File: src/rtl/chop_pkg.sv
package chop_pkg;
   typedef enum logic [1:0] {
      PH_BLANK = 2'd0,
      PH_SENSE = 2'd1,
      PH_OFF   = 2'd2
   } chop_phase_t;

   function automatic int max3(input int a, input int b, input int c);
      int m;
      m = (a > b) ? a : b;
      return (m > c) ? m : c;
   endfunction
endpackage

File: src/rtl/chop_tick_timer.sv
module chop_tick_timer #(
   parameter int TICK_DIV = 100,
   parameter int TW       = 10
) (
   input  logic          clk,
   input  logic          rst_n,
   input  logic          restart,
   input  logic [TW-1:0] len,
   output logic [TW-1:0] tick_idx,
   output logic          done
);
   localparam int PW = (TICK_DIV > 1) ? $clog2(TICK_DIV) : 1;

   logic          tick_end;
   logic [TW-1:0] ticks_q;

   generate
      if (TICK_DIV == 1) begin : g_no_prescale
         assign tick_end = 1'b1;
      end else begin : g_prescale
         logic [PW-1:0] pre_q;
         always_ff @(posedge clk or negedge rst_n) begin
            if (!rst_n)                              pre_q <= '0;
            else if (restart)                        pre_q <= '0;
            else if (pre_q == PW'(TICK_DIV - 1))     pre_q <= '0;
            else                                     pre_q <= pre_q + PW'(1);
         end
         assign tick_end = (pre_q == PW'(TICK_DIV - 1));

         a_r2_prescale_range: assert property (@(posedge clk) disable iff (!rst_n)
            pre_q <= PW'(TICK_DIV - 1));
      end
   endgenerate

   always_ff @(posedge clk or negedge rst_n) begin
      if (!rst_n)        ticks_q <= '0;
      else if (restart)  ticks_q <= '0;
      else if (tick_end) ticks_q <= ticks_q + TW'(1);
   end

   assign tick_idx = ticks_q;
   assign done     = tick_end && (ticks_q == len - TW'(1));

   // a running phase never counts past its programmed length
   a_r8_tick_in_range: assert property (@(posedge clk) disable iff (!rst_n)
      !restart |-> (tick_idx < len));
endmodule

File: src/rtl/chop_off_select.sv
module chop_off_select #(
   parameter int CNT_W           = 10,
   parameter int FIXED_OFF_TICKS = 30,
   parameter int TW              = 10
) (
   input  logic [1:0]       toff_src,
   input  logic [CNT_W-1:0] toff_count,
   input  logic             full_step,
   output logic [TW-1:0]    off_len,
   output logic             mixed
);
   logic [TW-1:0] ext_len;

   generate
      if (TW > CNT_W) begin : g_widen
         assign ext_len = {{(TW-CNT_W){1'b0}}, toff_count};
      end else begin : g_same
         assign ext_len = toff_count;
      end
   endgenerate

   always_comb begin
      if (toff_src[1]) begin
         off_len = (ext_len == '0) ? TW'(1) : ext_len;
         mixed   = 1'b1;
      end else begin
         off_len = TW'(FIXED_OFF_TICKS);
         mixed   = !full_step;
      end
   end
endmodule

File: src/rtl/chop_phase_ctrl.sv
module chop_phase_ctrl
   import chop_pkg::*;
#(
   parameter int BLANK_TICKS = 1,
   parameter int TW          = 10
) (
   input  logic          clk,
   input  logic          rst_n,
   input  logic          dis,
   input  logic          trip,
   input  logic [TW-1:0] sel_len,
   input  logic          sel_mixed,
   input  logic          done,
   output chop_phase_t   phase,
   output logic          restart,
   output logic [TW-1:0] timer_len,
   output logic [TW-1:0] off_len_q,
   output logic          mixed_q
);
   chop_phase_t phase_q, phase_d;
   logic        take_trip;

   assign take_trip = (phase_q == PH_SENSE) && trip && !dis;

   always_comb begin
      phase_d = phase_q;
      unique case (phase_q)
         PH_BLANK: if (done) phase_d = PH_SENSE;
         PH_SENSE: if (trip) phase_d = PH_OFF;
         PH_OFF:   if (done) phase_d = PH_BLANK;
         default:  phase_d = PH_BLANK;
      endcase
      if (dis) phase_d = PH_BLANK;
   end

   always_ff @(posedge clk or negedge rst_n) begin
      if (!rst_n) phase_q <= PH_BLANK;
      else        phase_q <= phase_d;
   end

   always_ff @(posedge clk or negedge rst_n) begin
      if (!rst_n) begin
         off_len_q <= TW'(1);
         mixed_q   <= 1'b0;
      end else if (take_trip) begin
         off_len_q <= sel_len;
         mixed_q   <= sel_mixed;
      end
   end

   assign restart   = dis || (phase_d != phase_q) || (phase_q == PH_SENSE);
   assign timer_len = (phase_q == PH_OFF) ? off_len_q : TW'(BLANK_TICKS);
   assign phase     = phase_q;

   a_r2_blank_ignores_trip: assert property (@(posedge clk) disable iff (!rst_n)
      (phase_q == PH_BLANK) && trip && !dis |=> phase_q != PH_OFF);
   a_r3_trip_sensed: assert property (@(posedge clk) disable iff (!rst_n)
      (phase_q == PH_SENSE) && trip && !dis |=> phase_q == PH_OFF);
   a_r8_off_ignores_trip: assert property (@(posedge clk) disable iff (!rst_n)
      (phase_q == PH_OFF) && !done && !dis |=> phase_q == PH_OFF);
   a_r9_disable_restarts: assert property (@(posedge clk) disable iff (!rst_n)
      dis |=> phase_q == PH_BLANK);
   a_r10_settings_held: assert property (@(posedge clk) disable iff (!rst_n)
      (phase_q == PH_OFF) |=> $stable(off_len_q) && $stable(mixed_q));
endmodule

File: src/rtl/offtime_chopper.sv
module offtime_chopper
   import chop_pkg::*;
#(
   parameter int TICK_DIV        = 100,
   parameter int BLANK_TICKS     = 1,
   parameter int FIXED_OFF_TICKS = 30,
   parameter int CNT_W           = 10
) (
   input  logic             clk,
   input  logic             rst_n,
   input  logic             chop_disable,
   input  logic             trip_in,
   input  logic [1:0]       toff_src,
   input  logic [CNT_W-1:0] toff_count,
   input  logic             full_step,
   output logic             bridge_on,
   output logic             decay_mixed,
   output logic             fast_phase,
   output logic             blank_active
);
   localparam int TW = max3(CNT_W, $clog2(FIXED_OFF_TICKS + 1), $clog2(BLANK_TICKS + 1));

   generate
      if (TICK_DIV < 1)        begin : g_bad_div   $error("TICK_DIV must be at least 1");        end
      if (BLANK_TICKS < 1)     begin : g_bad_blank $error("BLANK_TICKS must be at least 1");     end
      if (FIXED_OFF_TICKS < 1) begin : g_bad_fixed $error("FIXED_OFF_TICKS must be at least 1"); end
      if (CNT_W < 1)           begin : g_bad_cnt   $error("CNT_W must be at least 1");           end
   endgenerate

   chop_phase_t   phase;
   logic          restart, done;
   logic [TW-1:0] tick_idx, timer_len, off_len_q, sel_len;
   logic          sel_mixed, mixed_q;
   logic [TW-1:0] fast_len;

   chop_off_select #(
      .CNT_W(CNT_W), .FIXED_OFF_TICKS(FIXED_OFF_TICKS), .TW(TW)
   ) u_sel (
      .toff_src(toff_src), .toff_count(toff_count), .full_step(full_step),
      .off_len(sel_len), .mixed(sel_mixed)
   );

   chop_phase_ctrl #(.BLANK_TICKS(BLANK_TICKS), .TW(TW)) u_ctrl (
      .clk(clk), .rst_n(rst_n), .dis(chop_disable), .trip(trip_in),
      .sel_len(sel_len), .sel_mixed(sel_mixed), .done(done),
      .phase(phase), .restart(restart), .timer_len(timer_len),
      .off_len_q(off_len_q), .mixed_q(mixed_q)
   );

   chop_tick_timer #(.TICK_DIV(TICK_DIV), .TW(TW)) u_timer (
      .clk(clk), .rst_n(rst_n), .restart(restart), .len(timer_len),
      .tick_idx(tick_idx), .done(done)
   );

   assign fast_len     = off_len_q >> 2;
   assign bridge_on    = (phase != PH_OFF) && !chop_disable;
   assign blank_active = (phase == PH_BLANK) && !chop_disable;
   assign decay_mixed  = mixed_q;
   assign fast_phase   = (phase == PH_OFF) && mixed_q && !chop_disable && (tick_idx < fast_len);

   // fast decay only inside a mixed off-time
   a_r7_fast_in_mixed: assert property (@(posedge clk) disable iff (!rst_n)
      fast_phase |-> decay_mixed && !bridge_on);
   // release of disable always lands at the start of blanking
   a_r9_release_blanks: assert property (@(posedge clk) disable iff (!rst_n)
      $fell(chop_disable) |-> blank_active && bridge_on);
endmodule

File: config.mk
export PLATFORM = sky130hd
export DESIGN_NAME = offtime_chopper
export DESIGN_NICKNAME = d
export VERILOG_FILES = /design/src/rtl/chop_pkg.sv /design/src/rtl/chop_tick_timer.sv /design/src/rtl/chop_off_select.sv /design/src/rtl/chop_phase_ctrl.sv /design/src/rtl/offtime_chopper.sv
export SDC_FILE = /design/constraint.sdc
export NUM_CORES = 1
export LEC_CHECK = 0
export BUFFER_PORTS_ARGS = -buffer_cell sky130_fd_sc_hd__buf_2
export CELL_PAD_IN_SITES_DETAIL_PLACEMENT = 1
export CELL_PAD_IN_SITES_GLOBAL_PLACEMENT = 2
export CORE_UTILIZATION = 33
export CTS_CLUSTER_DIAMETER = 100
export DETAILED_ROUTE_END_ITERATION = 10
export PLACE_DENSITY_LB_ADDON = 0.1
export SETUP_SLACK_MARGIN = 0.15
export SLEW_MARGIN = 15
export SYNTH_ARGS = -nofsm -noshare
export SYNTH_HDL_FRONTEND = slang
export SYNTH_SLANG_ARGS = --single-unit
File: constraint.sdc
create_clock -name clk -period 2.5 [get_ports clk]
set_clock_uncertainty 0.2 [all_clocks]
set_input_delay 0.375 -clock clk [delete_from_list [all_inputs] [get_ports clk]]
set_output_delay 0.375 -clock clk [all_outputs]
set_load 0.005 [all_outputs]
### Word level (Yosys, flattened, before mapping)

Index checks and enable logic that the tools add are counted.

| operators by class | value |
|---|---|
| shift operators | 0 |
| add/sub/neg operators | 3 |
| equal/unequal tests | 6 |
| magnitude comparators | 1 |
| divide/modulo/power cells | 0 |
| reduce and logical (&&, ||, !) cells | 15 |
| multipliers | 0 |
| bitwise gates (word level) | 0 |
| mux-type cells | 13 |

Operator list:

| cell | count |
|---|---|
| 10-bit two-way mux | 5 |
| 7-bit two-way mux | 2 |
| 10-bit by 1-bit adder with 10-bit output (second input constant) | 1 |
| 10-bit equality test | 1 |
| 10-bit zero test | 1 |
| 10-bit by 8-bit less-than comparator with 1-bit output | 1 |
| 10-bit by 1-bit subtractor with 10-bit output (second input constant) | 1 |
| 1-bit logical AND | 8 |
| 2-bit two-way mux | 4 |
| 7-bit by 1-bit adder with 7-bit output (second input constant) | 1 |
| 7-bit equality test (second input constant) | 1 |
| 2-bit case mux with 3 select lines | 1 |
| 2-bit by 1-bit equality test with 1-bit output (second input constant) | 1 |
| 2-bit equality test (second input constant) | 1 |
| 1-bit zero test | 2 |
| 2-bit zero test | 1 |
| 1-bit logical OR | 2 |
| 2-bit != test | 1 |
| 2-bit != test (second input constant) | 1 |
| 2-bit nonzero test | 1 |
| 1-bit two-way mux | 1 |

| word-level totals | value |
|---|---|
| input port bits | 17 |
| memories | 0 |
| flip-flop bits (word level) | 30 |
| bits in latches | 0 |
| output and inout bits | 4 |
| RAM bits | 0 |
| memory bits (read-only) | 0 |
| word-level logic and storage cells | 43 |

### Longest topological paths before layout

| depth | value |
|---|---|
| depth after elaboration | 12 |
| depth in mapped cells | 12 |
| mapped depth without buffers | 10 |

### Modules after synthesis

A second synthesis with hierarchy kept.

| unflattened totals | value |
|---|---|
| cells, all modules | 212 |
| area, all modules | 2058.2 µm² |

By module, submodules not included:

| module | seq. area each (µm²) | area an instance (µm²) | cells each | times used |
|---|---|---|---|---|
| chop_tick_timer | 425.4 | 1117.3 | 122 | 1 |
| chop_phase_ctrl | 326.6 | 605.6 | 44 | 1 |
| offtime_chopper | 0.0 | 224.0 | 31 | 1 |
| chop_off_select | 0.0 | 111.4 | 15 | 1 |

### Worst setup path before layout

Ideal clock, no wire load.

| timing path | value |
|---|---|
| path kind | register to register |
| start point | register u_ctrl.phase_q[0], in the netlist u_ctrl.phase[0] |
| end point | register u_timer.ticks_q[0], in the netlist u_timer.tick_idx[0] |
| clock period less this slack | 2.630 ns |
| path slack | -0.130 ns |
| buffers on the path | 2 |
| stages on the path, launching flop included | 12 |
| arrival | 2.302 ns |
| library setup time | 0.127 ns |
| required time | 2.173 ns |
| cells stage by stage | dfrtp_1 nand2b_1 buf_4 nor2_1 ha_1 buf_2 o21ai_0 or3_1 o32ai_2 o21ai_2 o21ai_4 nor2_1 |

| between the ends | value |
|---|---|
| word-level cells in the longest chain between the ends | 12 |
| elaborated cells between the ends (all ways) | 17 |
| those cells by class | add/sub (1); eq/ne (4); mux (7); reduce/logical (5) |

Ends and longest elaborated chain:

| element | RTL line | source |
|---|---|---|
| start, declared | chop_phase_ctrl.sv:20 | `chop_phase_t phase_q, phase_d;` |
| start signal, assigned | chop_phase_ctrl.sv:38 | `else phase_q <= phase_d;` |
| 2-bit equality test | chop_phase_ctrl.sv:27, chop_phase_ctrl.sv:52 |  |
| 10-bit two-way mux | chop_phase_ctrl.sv:52 | `assign timer_len = (phase_q == PH_OFF) ? off_len_q : TW'(BLANK_TICKS);` |
| 10-bit by 1-bit subtractor with 10-bit output | chop_tick_timer.sv:42 | `assign done = tick_end && (ticks_q == len - TW'(1));` |
| 10-bit equality test | chop_tick_timer.sv:42 |  |
| 1-bit logical AND | chop_tick_timer.sv:42 |  |
| 2-bit two-way mux (on tied branches) | chop_phase_ctrl.sv:30, chop_phase_ctrl.sv:28 |  |
| 2-bit case mux with 3 select lines | chop_phase_ctrl.sv:27 | `unique case (phase_q)` |
| 2-bit two-way mux | chop_phase_ctrl.sv:33 | `if (dis) phase_d = PH_BLANK;` |
| 2-bit != test | chop_phase_ctrl.sv:51 | `assign restart = dis \|\| (phase_d != phase_q) \|\| (phase_q == PH_SENSE);` |
| 1-bit logical OR | chop_phase_ctrl.sv:51 |  |
| 1-bit logical OR (*) | chop_phase_ctrl.sv:51 |  |
| 10-bit two-way mux or 2-bit nonzero test (tied branches) | - |  |
| end signal, assigned | chop_tick_timer.sv:38 | `else if (tick_end) ticks_q <= ticks_q + TW'(1);` |
| end, declared | chop_tick_timer.sv:15 | `logic [TW-1:0] ticks_q;` |

Mark *: on every way between the ends. The rest lies on a longest branch, timed or not.
A chain may end at the register's enable or synchronous reset.

### Worst setup path after layout

| timing path | value |
|---|---|
| start point | register u_ctrl.off_len_q[3] |
| end point | output port fast_phase |

| between the ends | value |
|---|---|
| word-level cells in the longest chain between the ends | 2 |

Ends and longest elaborated chain:

| element | RTL line | source |
|---|---|---|
| start, declared | chop_phase_ctrl.sv:17 | `output logic [TW-1:0] off_len_q,` |
| start signal, assigned | chop_phase_ctrl.sv:46 | `off_len_q <= sel_len;` |
| 10-bit by 8-bit less-than comparator with 1-bit output | offtime_chopper.sv:59 | `assign fast_phase = (phase == PH_OFF) && mixed_q && !chop_disable && (tick_idx < fast_len);` |
| 1-bit logical AND | offtime_chopper.sv:59 |  |
| end, declared | offtime_chopper.sv:18 | `output logic fast_phase,` |

No other way between the ends.

==> flow_metrics.tcl <==
set metrics [dict create \
    outcome "complete, but fails checks" \
    violations "setup timing" \
    multiInputGateArea_um2 1401 \
    grt_max_degree 31 \
    synth_cell_types 47 \
    grt_overflow 0 \
    dpl_cell_area_um2 2430 \
    vias 1787 \
    fin_ws_ps -172.7 \
    finalMaxSlewViolations 0 \
    cts_buffers 5 \
    path_class "flop to primary output" \
    seqCellArea_um2 753.2 \
    p_leak_nw 1.177 \
    yosys_warnings 0 \
    cts.sinks 30 \
    hold_viol 0 \
    antenna_found_initial 0 \
    synth.area.top_cells "dfrtp_1 (36%), xnor2_1 (8.1%), ha_1 (6.1%)" \
    synthFlopType "dfrtp_1" \
    relSlewSlack 0.5330 \
    reg2reg_from "u_ctrl.off_len_q[3]" \
    vdd_ir_drop_max_mv 0.2461 \
    grt_pass1_vias 1894 \
    drc_errors 0 \
    dieWidth_um 80.69 \
    final_cell_mix "buf_4 (29), dfrtp_1 (28), nand2_1 (23)" \
    grtUsageTotal 0.1912 \
    synth_area_per_cell_um2 8.807 \
    grt_pass1_wl_mm 9.384 \
    clk_pin_slew_ps 70 \
    power_uw 997.5 \
    worst_pin_slew_ps 700.5 \
    clock.fmax_ghz 0.3742 \
    syn2layout_area_growth_pct 35.15 \
    cp-start-kind "flop" \
    rows 28 \
    min_from "toff_count[9]" \
    synth_area_um2 2043 \
    routed_wl_mm 5.460 \
    nets 308 \
    critPathRequiredTime_ps 1920 \
    syn_inst 232 \
    post-place-ws_ps -28.02 \
    drive_above_1_share 0.3582 \
    synth_nets 259 \
    hold_path_class "primary input to flop" \
    placed_cells 342 \
    ios 21 \
    post-route-period-util 1.069 \
    maxCapViolations 0 \
    port_buffers 19 \
    clk_latency_ps 280 \
    grt_setup_unrepaired "yes" \
    start_util 0.3431 \
    drtIter0Drc 54 \
    drt_first_pass_iters 4 \
    fp.coreArea_um2 5956 \
    wire_per_inst_um 15.29 \
    fin_crit_ps 2673 \
    synth_seq_cells 30 \
    setup_viol 8 \
    n_antenna_cell 0 \
    antenna_left 0 \
    cts_max_path_buffers 2 \
    dpl.hpwl_mm 4.052 \
    fp.dieArea_um2 6510 \
    die_h_um 80.69 \
    tritoncts "yes" \
    place_congestion 0.7643 \
    htree_levels 2 \
    synth.top_cell.area_share 0.3552 \
    cts_root_buf "clkbuf_8" \
    vias_per_cell 5.006 \
    synth_seq_area_share 0.3680 \
    synth_top_area_cell "dfrtp_1" \
    powerDensity_nw_per_um2 361.2 \
    fillers 716 \
    synthArstFlopShare 1.000 \
    synth_edf_count 0 \
    crit_path_end_kind "primary output" \
    final_area_um2 2761 \
    final_core_util 0.4637 \
    layoutNonFillerInstCount 357 \
    startpoint "u_ctrl.off_len_q[3]" \
    crit_fanout 2 \
    layout_commonest_cell "buf_4" \
    cp.arrival_ps 2100 \
]
==> final cells by class <==
cell class	instances	area share
clock buffer	6	0.02990
inverter	11	0.01495
tap	75	0.03398
clock inverter	2	0.004531
timing repair buffer	53	0.1364
multi-input combinational	180	0.5075
sequential	30	0.2728
==> cells in the mapped netlist, types with 2 or more instances <==
master and n:
o31ai_1 3, xor2_1 9, o21ai_0 14, nor2b_1 5, nor3b_1 3, xnor2_1 19, nand2b_1 3, buf_2 3
ha_1 10, nand2_1 24, nand3_1 6, nor4_1 3, nor3_1 5, dfrtp_1 29, nand4_1 5, a21o_1 3
or3_1 2, inv_1 11, nand3b_1 3, a21oi_1 5, clkbuf_1 4, and3_1 4, mux2i_1 2, buf_1 2
nor2_1 33
==> power breakdown <==
part | internal (mW) | switching [mW] | total [mW] | leakage, nW
clock network | 0.221 | 0.196 | 0.417 | 0.0472
registers | 0.493 | 0.00789 | 0.501 | 0.400
logic | 0.0326 | 0.0469 | 0.0795 | 0.730
==> logic make-up after synthesis <==
kind of cell	share of synthesized area
flops	0.3680
mux	0.009798
xor+xnor	0.1200
compound gates	0.1390
buf+inv	0.04776
simple gates	0.2541
fa+ha+maj	0.06124
==> critical path: stages, from the launching register on <==
cell and delay, ps:
dfrtp_1 400, inv_2 100, ha_4 210, a21o_1 150, a21o_1 150, a21o_1 160
a21oi_2 130, o21ai_2 70, a2111oi_2 280, buf_2 160
==> per-layer routing <==
| metal | GRT usage | vias to the layer above | share of wire |
|---|---|---|---|
| met2 | 0.2975 | 19 | 0.46 |
| li1 | - | 892 | - |
| met4 | 0.05893 | 0 | 0.0093 |
| met5 | 0 | - | 0 |
| met1 | 0.2698 | 871 | 0.51 |
| met3 | 0.02727 | 5 | 0.019 |
==> repair_timing <==
| action | 4_1_cts | 5_1_grt |
|---|---|---|
| endpoints found under the setup margin | 13 | 13 |
| cloned | 0 | 0 |
| gates resized for setup | 31 | 10 |
| hold endpoints to repair | 29 | 0 |
| pin swaps | 6 | 5 |
| hold buffers | 1 | 0 |
| setup buffers | 5 | 1 |
==> through the flow <==
| stage | hold WS (ps) | setup TNS, ps |
|---|---|---|
| after floorplan | -120.6 | 0 |
| after global placement | 245.7 | -15.44 |
| after detailed placement | 254.4 | -232.1 |
| after CTS | 136.0 | -248.7 |
| after global routing | 162.2 | -2027 |
| final | 144.8 | -201.5 |
==> sequential cells by signal, indices dropped and copies added, names as in the netlist <==
name                      flops
u_ctrl.phase                  2
u_ctrl.mixed_q                1
u_timer.g_prescale.pre_q      7
u_timer.tick_idx             10
u_ctrl.off_len_q             10
==> worst paths after layout <==
check	slack [ps]	depth (start not counted)	endpoint
setup reg to reg	-10	10	u_timer.tick_idx[9]
setup / recovery	-170	9	fast_phase
hold / removal	140	3	u_ctrl.off_len_q[9]
max in group asynchronous	1130	2	u_ctrl.phase[1]
min in group asynchronous	480	2	u_timer.tick_idx[2]
hold reg to reg	270	1	u_timer.g_prescale.pre_q[0]
Note: power is estimated with default switching activity, not from simulation.
